==> src/rtl/mt8_pkg.sv <==
package mt8_pkg;

   typedef enum logic [1:0] {
      MD_INTERVAL = 2'd0,
      MD_CAPTURE  = 2'd1,
      MD_PWM      = 2'd2,
      MD_SPARE    = 2'd3
   } mt8_mode_e;

   localparam int unsigned ADDR_W = 3;

   localparam logic [ADDR_W-1:0] A_CTRL  = 3'd0;
   localparam logic [ADDR_W-1:0] A_PRESC = 3'd1;
   localparam logic [ADDR_W-1:0] A_DATA  = 3'd2;
   localparam logic [ADDR_W-1:0] A_DIV   = 3'd3;
   localparam logic [ADDR_W-1:0] A_STAT  = 3'd4;

   localparam int unsigned CB_RUN  = 0;
   localparam int unsigned CB_MODE = 1;
   localparam int unsigned CB_FALL = 3;
   localparam int unsigned CB_DMA  = 4;
   localparam int unsigned CTRL_W  = 7;

   localparam logic [2:0] DMA_ON = 3'b010;

endpackage

==> src/rtl/mt8_tick_gen.sv <==
module mt8_tick_gen #(
   parameter int unsigned PRE_W = 8,
   parameter int unsigned SEL_W = 2
) (
   input  logic             clk,
   input  logic             rst_n,
   input  logic             run,
   input  logic [PRE_W-1:0] pre_lim,
   input  logic [SEL_W-1:0] div_sel,
   output logic             tick
);
   localparam int unsigned DIV_W = 1 << SEL_W;

   generate
      if (SEL_W < 1 || SEL_W > 3) begin : g_bad_sel
         $error("mt8_tick_gen: SEL_W must be 1..3");
      end
      if (PRE_W < 1) begin : g_bad_pre
         $error("mt8_tick_gen: PRE_W must be at least 1");
      end
   endgenerate

   logic [PRE_W-1:0] pre_cnt;
   logic [DIV_W-1:0] div_cnt;
   logic [DIV_W-1:0] div_mask;
   logic             pre_wrap;

   always_comb begin
      for (int i = 0; i < int'(DIV_W); i++) begin
         div_mask[i] = (i <= int'(div_sel));
      end
   end

   assign pre_wrap = run && (pre_cnt == pre_lim);
   assign tick     = pre_wrap && ((div_cnt & div_mask) == div_mask);

   always_ff @(posedge clk or negedge rst_n) begin
      if (!rst_n) begin
         pre_cnt <= '0;
         div_cnt <= '0;
      end else if (!run) begin
         pre_cnt <= '0;
         div_cnt <= '0;
      end else begin
         pre_cnt <= pre_wrap ? '0 : pre_cnt + 1'b1;
         if (pre_wrap) begin
            div_cnt <= div_cnt + 1'b1;
         end
      end
   end

   // the smallest divider is 2, so two ticks never sit back to back
   assert_tick_spaced_R1: assert property (@(posedge clk) disable iff (!rst_n)
      tick |=> !tick);

   assert_idle_clear_R7: assert property (@(posedge clk) disable iff (!rst_n)
      !run |=> (pre_cnt == '0) && (div_cnt == '0));

endmodule

==> src/rtl/mt8_edge_sync.sv <==
module mt8_edge_sync #(
   parameter int unsigned STAGES = 2
) (
   input  logic clk,
   input  logic rst_n,
   input  logic pin,
   input  logic fall_sel,
   output logic hit
);
   generate
      if (STAGES < 2) begin : g_bad_stages
         $error("mt8_edge_sync: STAGES must be at least 2");
      end
   endgenerate

   // chain[STAGES-1] is the synchronised level, chain[STAGES] its history
   logic [STAGES:0] chain;

   always_ff @(posedge clk or negedge rst_n) begin
      if (!rst_n) begin
         chain <= '0;
      end else begin
         chain <= {chain[STAGES-1:0], pin};
      end
   end

   assign hit = fall_sel ? (!chain[STAGES-1] &&  chain[STAGES])
                         : ( chain[STAGES-1] && !chain[STAGES]);

   assert_hit_single_R3: assert property (@(posedge clk) disable iff (!rst_n)
      hit |=> (!hit || (fall_sel != $past(fall_sel))));

endmodule

==> src/rtl/mt8_count_core.sv <==
module mt8_count_core
   import mt8_pkg::*;
#(
   parameter int unsigned CNT_W = 8
) (
   input  logic             clk,
   input  logic             rst_n,
   input  logic             run,
   input  logic             tick,
   input  mt8_mode_e        mode,
   input  logic [CNT_W-1:0] int_lim,
   input  logic [CNT_W-1:0] pwm_lim,
   output logic [CNT_W-1:0] cnt,
   output logic             tog,
   output logic             match_ev,
   output logic             ovf_ev
);
   localparam logic [CNT_W-1:0] CNT_TOP = '1;

   generate
      if (CNT_W < 2) begin : g_bad_w
         $error("mt8_count_core: CNT_W must be at least 2");
      end
   endgenerate

   logic [CNT_W-1:0] cnt_nxt;
   logic             at_top;
   logic             hit_int;
   logic             hit_pwm;
   logic             free_run;

   assign at_top  = (cnt == CNT_TOP);
   assign hit_int = (cnt == int_lim);
   assign hit_pwm = (cnt == pwm_lim);

   always_comb begin
      match_ev = 1'b0;
      ovf_ev   = 1'b0;
      free_run = 1'b1;
      cnt_nxt  = cnt + 1'b1;
      unique case (mode)
         MD_CAPTURE: begin
            ovf_ev = tick && at_top;
         end
         MD_PWM: begin
            match_ev = tick && hit_pwm;
            ovf_ev   = tick && at_top;
         end
         default: begin
            free_run = 1'b0;
            match_ev = tick && hit_int;
            if (hit_int) begin
               cnt_nxt = '0;
            end
         end
      endcase
   end

   always_ff @(posedge clk or negedge rst_n) begin
      if (!rst_n) begin
         cnt <= '0;
         tog <= 1'b0;
      end else if (!run) begin
         cnt <= '0;
         tog <= 1'b0;
      end else if (tick) begin
         cnt <= cnt_nxt;
         if (match_ev && !free_run) begin
            tog <= !tog;
         end
      end
   end

   assert_int_clear_R2: assert property (@(posedge clk) disable iff (!rst_n)
      (match_ev && !free_run) |=> (cnt == '0));

   assert_wrap_zero_R4: assert property (@(posedge clk) disable iff (!rst_n)
      ovf_ev |=> (cnt == '0));

   assert_hold_zero_R7: assert property (@(posedge clk) disable iff (!rst_n)
      !run |=> (cnt == '0) && !tog);

endmodule

==> src/rtl/mode_timer8.sv <==
module mode_timer8
   import mt8_pkg::*;
#(
   parameter int unsigned CNT_W       = 8,
   parameter int unsigned PRE_W       = 8,
   parameter int unsigned SEL_W       = 2,
   parameter int unsigned SYNC_STAGES = 2,
   parameter int unsigned REG_W       = 8
) (
   input  logic              clk,
   input  logic              rst_n,
   input  logic              wr_en,
   input  logic [ADDR_W-1:0] wr_addr,
   input  logic [REG_W-1:0]  wr_data,
   input  logic              cap_in,
   output logic              tmr_out,
   output logic              irq_match,
   output logic              irq_ovf,
   output logic              sts_match,
   output logic              sts_ovf,
   output logic              dma_req,
   output logic [CNT_W-1:0]  count_val,
   output logic [CNT_W-1:0]  data_val
);
   generate
      if (REG_W < CNT_W || REG_W < PRE_W || REG_W < CTRL_W) begin : g_bad_reg
         $error("mode_timer8: REG_W too narrow for its fields");
      end
   endgenerate

   // control and configuration
   logic             ctl_run;
   mt8_mode_e        ctl_mode;
   logic             ctl_fall;
   logic [2:0]       ctl_dma;
   logic [PRE_W-1:0] pre_q;
   logic [SEL_W-1:0] sel_q;
   logic [CNT_W-1:0] data_q;
   logic [CNT_W-1:0] cmp_q;

   logic wr_ctrl, wr_pre, wr_dat, wr_div, wr_clr;

   assign wr_ctrl = wr_en && (wr_addr == A_CTRL);
   assign wr_pre  = wr_en && (wr_addr == A_PRESC);
   assign wr_dat  = wr_en && (wr_addr == A_DATA);
   assign wr_div  = wr_en && (wr_addr == A_DIV);
   assign wr_clr  = wr_en && (wr_addr == A_STAT);

   // datapath
   logic             tick;
   logic             cap_hit;
   logic [CNT_W-1:0] cnt;
   logic             tog;
   logic             match_ev;
   logic             ovf_ev;
   logic             pwm_on;

   assign pwm_on = ctl_run && (ctl_mode == MD_PWM);

   mt8_tick_gen #(.PRE_W(PRE_W), .SEL_W(SEL_W)) u_tick (
      .clk     (clk),
      .rst_n   (rst_n),
      .run     (ctl_run),
      .pre_lim (pre_q),
      .div_sel (sel_q),
      .tick    (tick)
   );

   mt8_edge_sync #(.STAGES(SYNC_STAGES)) u_sync (
      .clk      (clk),
      .rst_n    (rst_n),
      .pin      (cap_in),
      .fall_sel (ctl_fall),
      .hit      (cap_hit)
   );

   mt8_count_core #(.CNT_W(CNT_W)) u_core (
      .clk      (clk),
      .rst_n    (rst_n),
      .run      (ctl_run),
      .tick     (tick),
      .mode     (ctl_mode),
      .int_lim  (data_q),
      .pwm_lim  (cmp_q),
      .cnt      (cnt),
      .tog      (tog),
      .match_ev (match_ev),
      .ovf_ev   (ovf_ev)
   );

   always_ff @(posedge clk or negedge rst_n) begin
      if (!rst_n) begin
         ctl_run  <= 1'b0;
         ctl_mode <= MD_INTERVAL;
         ctl_fall <= 1'b0;
         ctl_dma  <= '0;
         pre_q    <= '0;
         sel_q    <= '0;
      end else begin
         if (wr_ctrl) begin
            ctl_run  <= wr_data[CB_RUN];
            ctl_mode <= mt8_mode_e'(wr_data[CB_MODE +: 2]);
            ctl_fall <= wr_data[CB_FALL];
            ctl_dma  <= wr_data[CB_DMA +: 3];
         end
         if (wr_pre) begin
            pre_q <= wr_data[PRE_W-1:0];
         end
         if (wr_div) begin
            sel_q <= wr_data[SEL_W-1:0];
         end
      end
   end

   // data register: software write wins over a capture in the same cycle
   always_ff @(posedge clk or negedge rst_n) begin
      if (!rst_n) begin
         data_q <= '0;
      end else if (wr_dat) begin
         data_q <= wr_data[CNT_W-1:0];
      end else if (ctl_run && (ctl_mode == MD_CAPTURE) && cap_hit) begin
         data_q <= cnt;
      end
   end

   // compare buffer: follows data except inside a running PWM period
   always_ff @(posedge clk or negedge rst_n) begin
      if (!rst_n) begin
         cmp_q <= '0;
      end else if (!pwm_on || ovf_ev) begin
         cmp_q <= data_q;
      end
   end

   // event pulses, sticky flags and reload request
   logic irq_m_q, irq_o_q, st_m_q, st_o_q, dreq_q;

   always_ff @(posedge clk or negedge rst_n) begin
      if (!rst_n) begin
         irq_m_q <= 1'b0;
         irq_o_q <= 1'b0;
         st_m_q  <= 1'b0;
         st_o_q  <= 1'b0;
         dreq_q  <= 1'b0;
      end else begin
         irq_m_q <= match_ev;
         irq_o_q <= ovf_ev;
         st_m_q  <= (st_m_q && !(wr_clr && wr_data[0])) || match_ev;
         st_o_q  <= (st_o_q && !(wr_clr && wr_data[1])) || ovf_ev;
         if (match_ev && (ctl_dma == DMA_ON)) begin
            dreq_q <= 1'b1;
         end else if (wr_dat) begin
            dreq_q <= 1'b0;
         end
      end
   end

   assign tmr_out   = ctl_run && ((ctl_mode == MD_PWM) ? (cnt > cmp_q) : tog);
   assign irq_match = irq_m_q;
   assign irq_ovf   = irq_o_q;
   assign sts_match = st_m_q;
   assign sts_ovf   = st_o_q;
   assign dma_req   = dreq_q;
   assign count_val = cnt;
   assign data_val  = data_q;

   assert_pwm_low_at_zero_R5: assert property (@(posedge clk) disable iff (!rst_n)
      (pwm_on && (cnt == '0)) |-> !tmr_out);

   assert_cmp_held_R6: assert property (@(posedge clk) disable iff (!rst_n)
      (pwm_on && $past(pwm_on) && !$past(ovf_ev)) |-> $stable(cmp_q));

   assert_match_pulse_R8: assert property (@(posedge clk) disable iff (!rst_n)
      irq_m_q |=> !irq_m_q);

   assert_ovf_pulse_R8: assert property (@(posedge clk) disable iff (!rst_n)
      irq_o_q |=> !irq_o_q);

   assert_sticky_hold_R8: assert property (@(posedge clk) disable iff (!rst_n)
      (st_m_q && !(wr_clr && wr_data[0])) |=> st_m_q);

   assert_dma_from_match_R9: assert property (@(posedge clk) disable iff (!rst_n)
      $rose(dreq_q) |-> irq_m_q);

   assert_dma_hold_R9: assert property (@(posedge clk) disable iff (!rst_n)
      (dreq_q && !wr_dat) |=> dreq_q);

endmodule

==> config.mk <==
export PLATFORM = sky130hd
export DESIGN_NAME = mode_timer8
export DESIGN_NICKNAME = d
export VERILOG_FILES = /design/src/rtl/mt8_pkg.sv /design/src/rtl/mt8_tick_gen.sv /design/src/rtl/mt8_edge_sync.sv /design/src/rtl/mt8_count_core.sv /design/src/rtl/mode_timer8.sv
export SDC_FILE = /design/constraint.sdc
export NUM_CORES = 1
export LEC_CHECK = 0
export BUFFER_PORTS_ARGS = -buffer_cell sky130_fd_sc_hd__buf_2
export CELL_PAD_IN_SITES_DETAIL_PLACEMENT = 0
export CELL_PAD_IN_SITES_GLOBAL_PLACEMENT = 2
export CORE_ASPECT_RATIO = 1.75
export CORE_MARGIN = 4
export CORE_UTILIZATION = 39
export CTS_BUF_LIST = sky130_fd_sc_hd__clkbuf_4
export DETAILED_ROUTE_END_ITERATION = 10
export PLACE_DENSITY_LB_ADDON = 0.1
export SYNTH_ARGS = -nofsm -noshare
export SYNTH_HDL_FRONTEND = slang
export SYNTH_SLANG_ARGS = --single-unit
export TNS_END_PERCENT = 50
==> constraint.sdc <==
create_clock -name clk -period 2.72 [get_ports clk]
set_input_delay 0.272 -clock clk [delete_from_list [all_inputs] [get_ports clk]]
set_output_delay 0.272 -clock clk [all_outputs]
set_load 0.02 [all_outputs]
==> impl_metrics.json <==
{
  "antenna_left": 0,
  "die_h_um": 125.4,
  "p_int_uw": 1360,
  "cts.clk_slew.worst_paths_ns": 0.10,
  "p_sw_uw": 600.3,
  "drive_above_1_share_pct": 25.87,
  "root_buffer": "clkbuf_4",
  "ys.flop_type": "dfrtp_1",
  "fin_crit_sh_pct": 93.10,
  "grt_max_degree": 28,
  "start_util_pct": 40.30,
  "synth_top_area_cell": "dfrtp_1",
  "gp_congestion": 0.7791,
  "firstDrtPassIters": 4,
  "dpl_worst_slack_ns": 0.3025,
  "p_leak_uw": 0.001678,
  "die_w_um": 75.08,
  "syn_area_mm2": 0.003070,
  "cts_buffer_depth": 2,
  "syn2layout_area_growth_pct": 14.96,
  "pwr_density_cell_mw_per_mm2": 555.3,
  "nets": 370,
  "pwr-share-seq_pct": 54.9,
  "fillCellCount": 732,
  "critPathKind": "flop to output pin",
  "start_kind": "flop",
  "port_buffers": 36,
  "clkPwrFrac_pct": 25.3,
  "drc": 0,
  "rows": 42,
  "critPathMaxStageDelay_ns": 0.47,
  "synth_cells": 288,
  "synth_most_common_cell": "dfrtp_1",
  "grt.overflow.total": 0,
  "numCtsBuffers": 9,
  "synth-edff-count": 0,
  "power.switching_fraction_pct": 30.62,
  "post_drt_wl_per_cell_um": 17.31,
  "syn_nets": 316,
  "clock_latency_ns": 0.42,
  "finalCriticalPeriod_ns": 2.532,
  "register_area_mm2": 0.001554,
  "worst_slew_pin_slew_ns": 0.7306,
  "cts_tree": "built",
  "drt_iter0_markers": 42,
  "path_max_fanout": 6,
  "ys_ff_latch": 62,
  "maxSlewHeadroom_pct": 51.12,
  "hold_viol_final": 0,
  "finalSetupTns_ns": 0,
  "run_status": "finished, final reports clean",
  "worst_slack_ns": 0.1877,
  "combPwrFrac_pct": 19.8,
  "hpwlAfterDp_mm": 5.776,
  "die_area_mm2": 0.009413,
  "antennaDiodeCount": 0,
  "crit_top_cell": "a21o_1",
  "via_count": 2184,
  "routed_via_density": 5.056,
  "grt_usage_pct": 17.58,
  "crit_required_ns": 2.45,
  "cts.sinks": 62,
  "hold_slack_ns": 0.1016,
  "worstPathCellList": "ha_1 -> a21o_1 -> a21o_1 -> a21oi_1 -> o21ai_0 -> a32o_1 -> buf_2",
  "maxCapViolations": 0,
  "synth_area_leaders": "dfrtp_1 51%, mux2_2 8.1%, xnor2_1 6.3%, ha_1 5.3%, o21ai_0 3.7%",
  "rsz0062_at_grt": "no",
  "multiInputGateArea_mm2": 0.001425,
  "synth.top_cells.by_count": "62 x dfrtp_1, 26 x nand2_1, 23 x nor2_1, 23 x o21ai_0",
  "antenna_found_initial": 0,
  "synth-warning-count": 0,
  "grt_pass1_wl_mm": 12.04,
  "async_flop_share_pct": 100.0,
  "hp-class": "input pin to flop",
  "cp.arrival_ns": 2.26,
  "fmax_ghz": 0.3949,
  "final-max-slew-violation-count": 0,
  "crit_slowest_cell": "dfrtp_2",
  "io_pins": 37,
  "finalSetupViolCount": 0,
  "netlist.area_leader.share_pct": 50.53,
  "wl_mm": 7.476,
  "vdd_drop_max_mv": 0.3786,
  "grt_pass1_vias": 2276,
  "avgSynthCellArea_um2": 10.66,
  "seq_area_frac_synth_pct": 50.53,
  "skew_ns": 0.01584,
  "end_kind": "output pin",
  "ys_types": 39,
  "cts_max_level": 3,
  "coreArea_mm2": 0.007620
}
==> path summary, 6_finish.rpt <==
path / end / cells after the start / startpoint / slack (ns)
min in group asynchronous: u_sync.chain[1] / 2 / rst_n / 0.29
setup / recovery: tmr_out / 7 / u_core.cnt[5] / 0.19
hold / removal: ctl_mode[1] / 3 / wr_data[2] / 0.10
hold reg to reg: u_sync.chain[1] / 0 / u_sync.chain[0] / 0.37
setup reg to reg: cmp_q[5] / 6 / u_tick.pre_cnt[1] / 0.33
max in group asynchronous: irq_ovf / 3 / rst_n / 1.75
==> layout make-up <==
type                    count  area share, %
clock buffers              10          2.127
inverters                  18          1.914
clock inverters             3         0.4254
repair buffers             49          8.011
well taps                  88          3.119
flip-flops and latches     62          44.03
multi-input cells         202          40.38
==> layer usage <==
metal	share of wire, %	global-route usage [%]	vias to the layer above
li1	-	-	1098
met1	40	21.42	1034
met2	54	29.19	38
met3	3.7	3.775	14
met4	2.4	7.233	0
met5	0	0	-
==> registers in the layout, indices dropped and copies added, names as in the netlist, 3 cells and up <==
signal / count
cmp_q: 8
ctl_dma: 3
u_core.cnt: 8
data_val: 8
pre_q: 8
u_tick.pre_cnt: 8
u_tick.div_cnt: 4
u_sync.chain: 3
==> cell usage in the layout, fill, tap and decap left out, types with 3 or more instances in the layout <==
cell,n
a21o_1,5
a21oi_1,7
and3_1,5
buf_2,36
buf_4,11
clkbuf_4,10
clkinv_2,3
dfrtp_1,60
ha_1,13
inv_1,17
mux2_2,22
mux2i_1,8
nand2_1,26
nand3_1,8
nand4_1,8
nor2_1,23
nor2b_1,3
o21ai_0,23
or3_1,3
xnor2_1,22
xor2_1,5
==> power by group through the flow <==
stage	registers [µW]	clock network, µW	logic [µW]
after floorplan	1090	0	244
after global placement	1090	0	392
after detailed placement	1100	0	394
after CTS	1080	522	397
after global routing	1090	558	436
final	1080	497	388
==> through the flow <==
step | total power (µW) | instance area (µm²) | util (%) | cells
6_report | 1960 | 3530 | 46.32 | 432
4_1_cts | 1997 | 3513 | 46.11 | 430
3_3_place_gp | 1484 | 3402 | 44.65 | 415
5_1_grt | 2083 | 3530 | 46.32 | 432
2_1_floorplan | 1336 | 3070 | - | 288
3_5_place_dp | 1489 | 3402 | 44.65 | 415
==> worst max-delay path: cells and delay by family (launching register included) <==
family,cells,cell delay (ns)
flops,1,0.47
buf+inv,1,0.15
compound gates,5,0.88
fa+ha+maj,1,0.32
==> cells by family (layout without fill, tap and decap cells) <==
kind of cell	count (synthesis)	in the layout	synth area share (%)
AO/OA/AOI/OAI	41	41	7.784
XOR/XNOR	27	27	7.701
adder cells (fa/ha/maj)	13	13	5.298
buffers and inverters	24	80	3.056
flip-flops	62	62	50.53
multiplexers	30	30	10.68
AND/OR/NAND/NOR	91	91	14.96
==> timing repair <==
action | 4_1_cts | 5_1_grt
endpoints found under the hold margin | 15 | 0
setup buffers | 0 | 2
hold buffers | 2 | 0
endpoints found under the setup margin | 1 | 1
cloned | 0 | 0
resized for setup | 1 | 1
(Power assumes the default switching activity.)
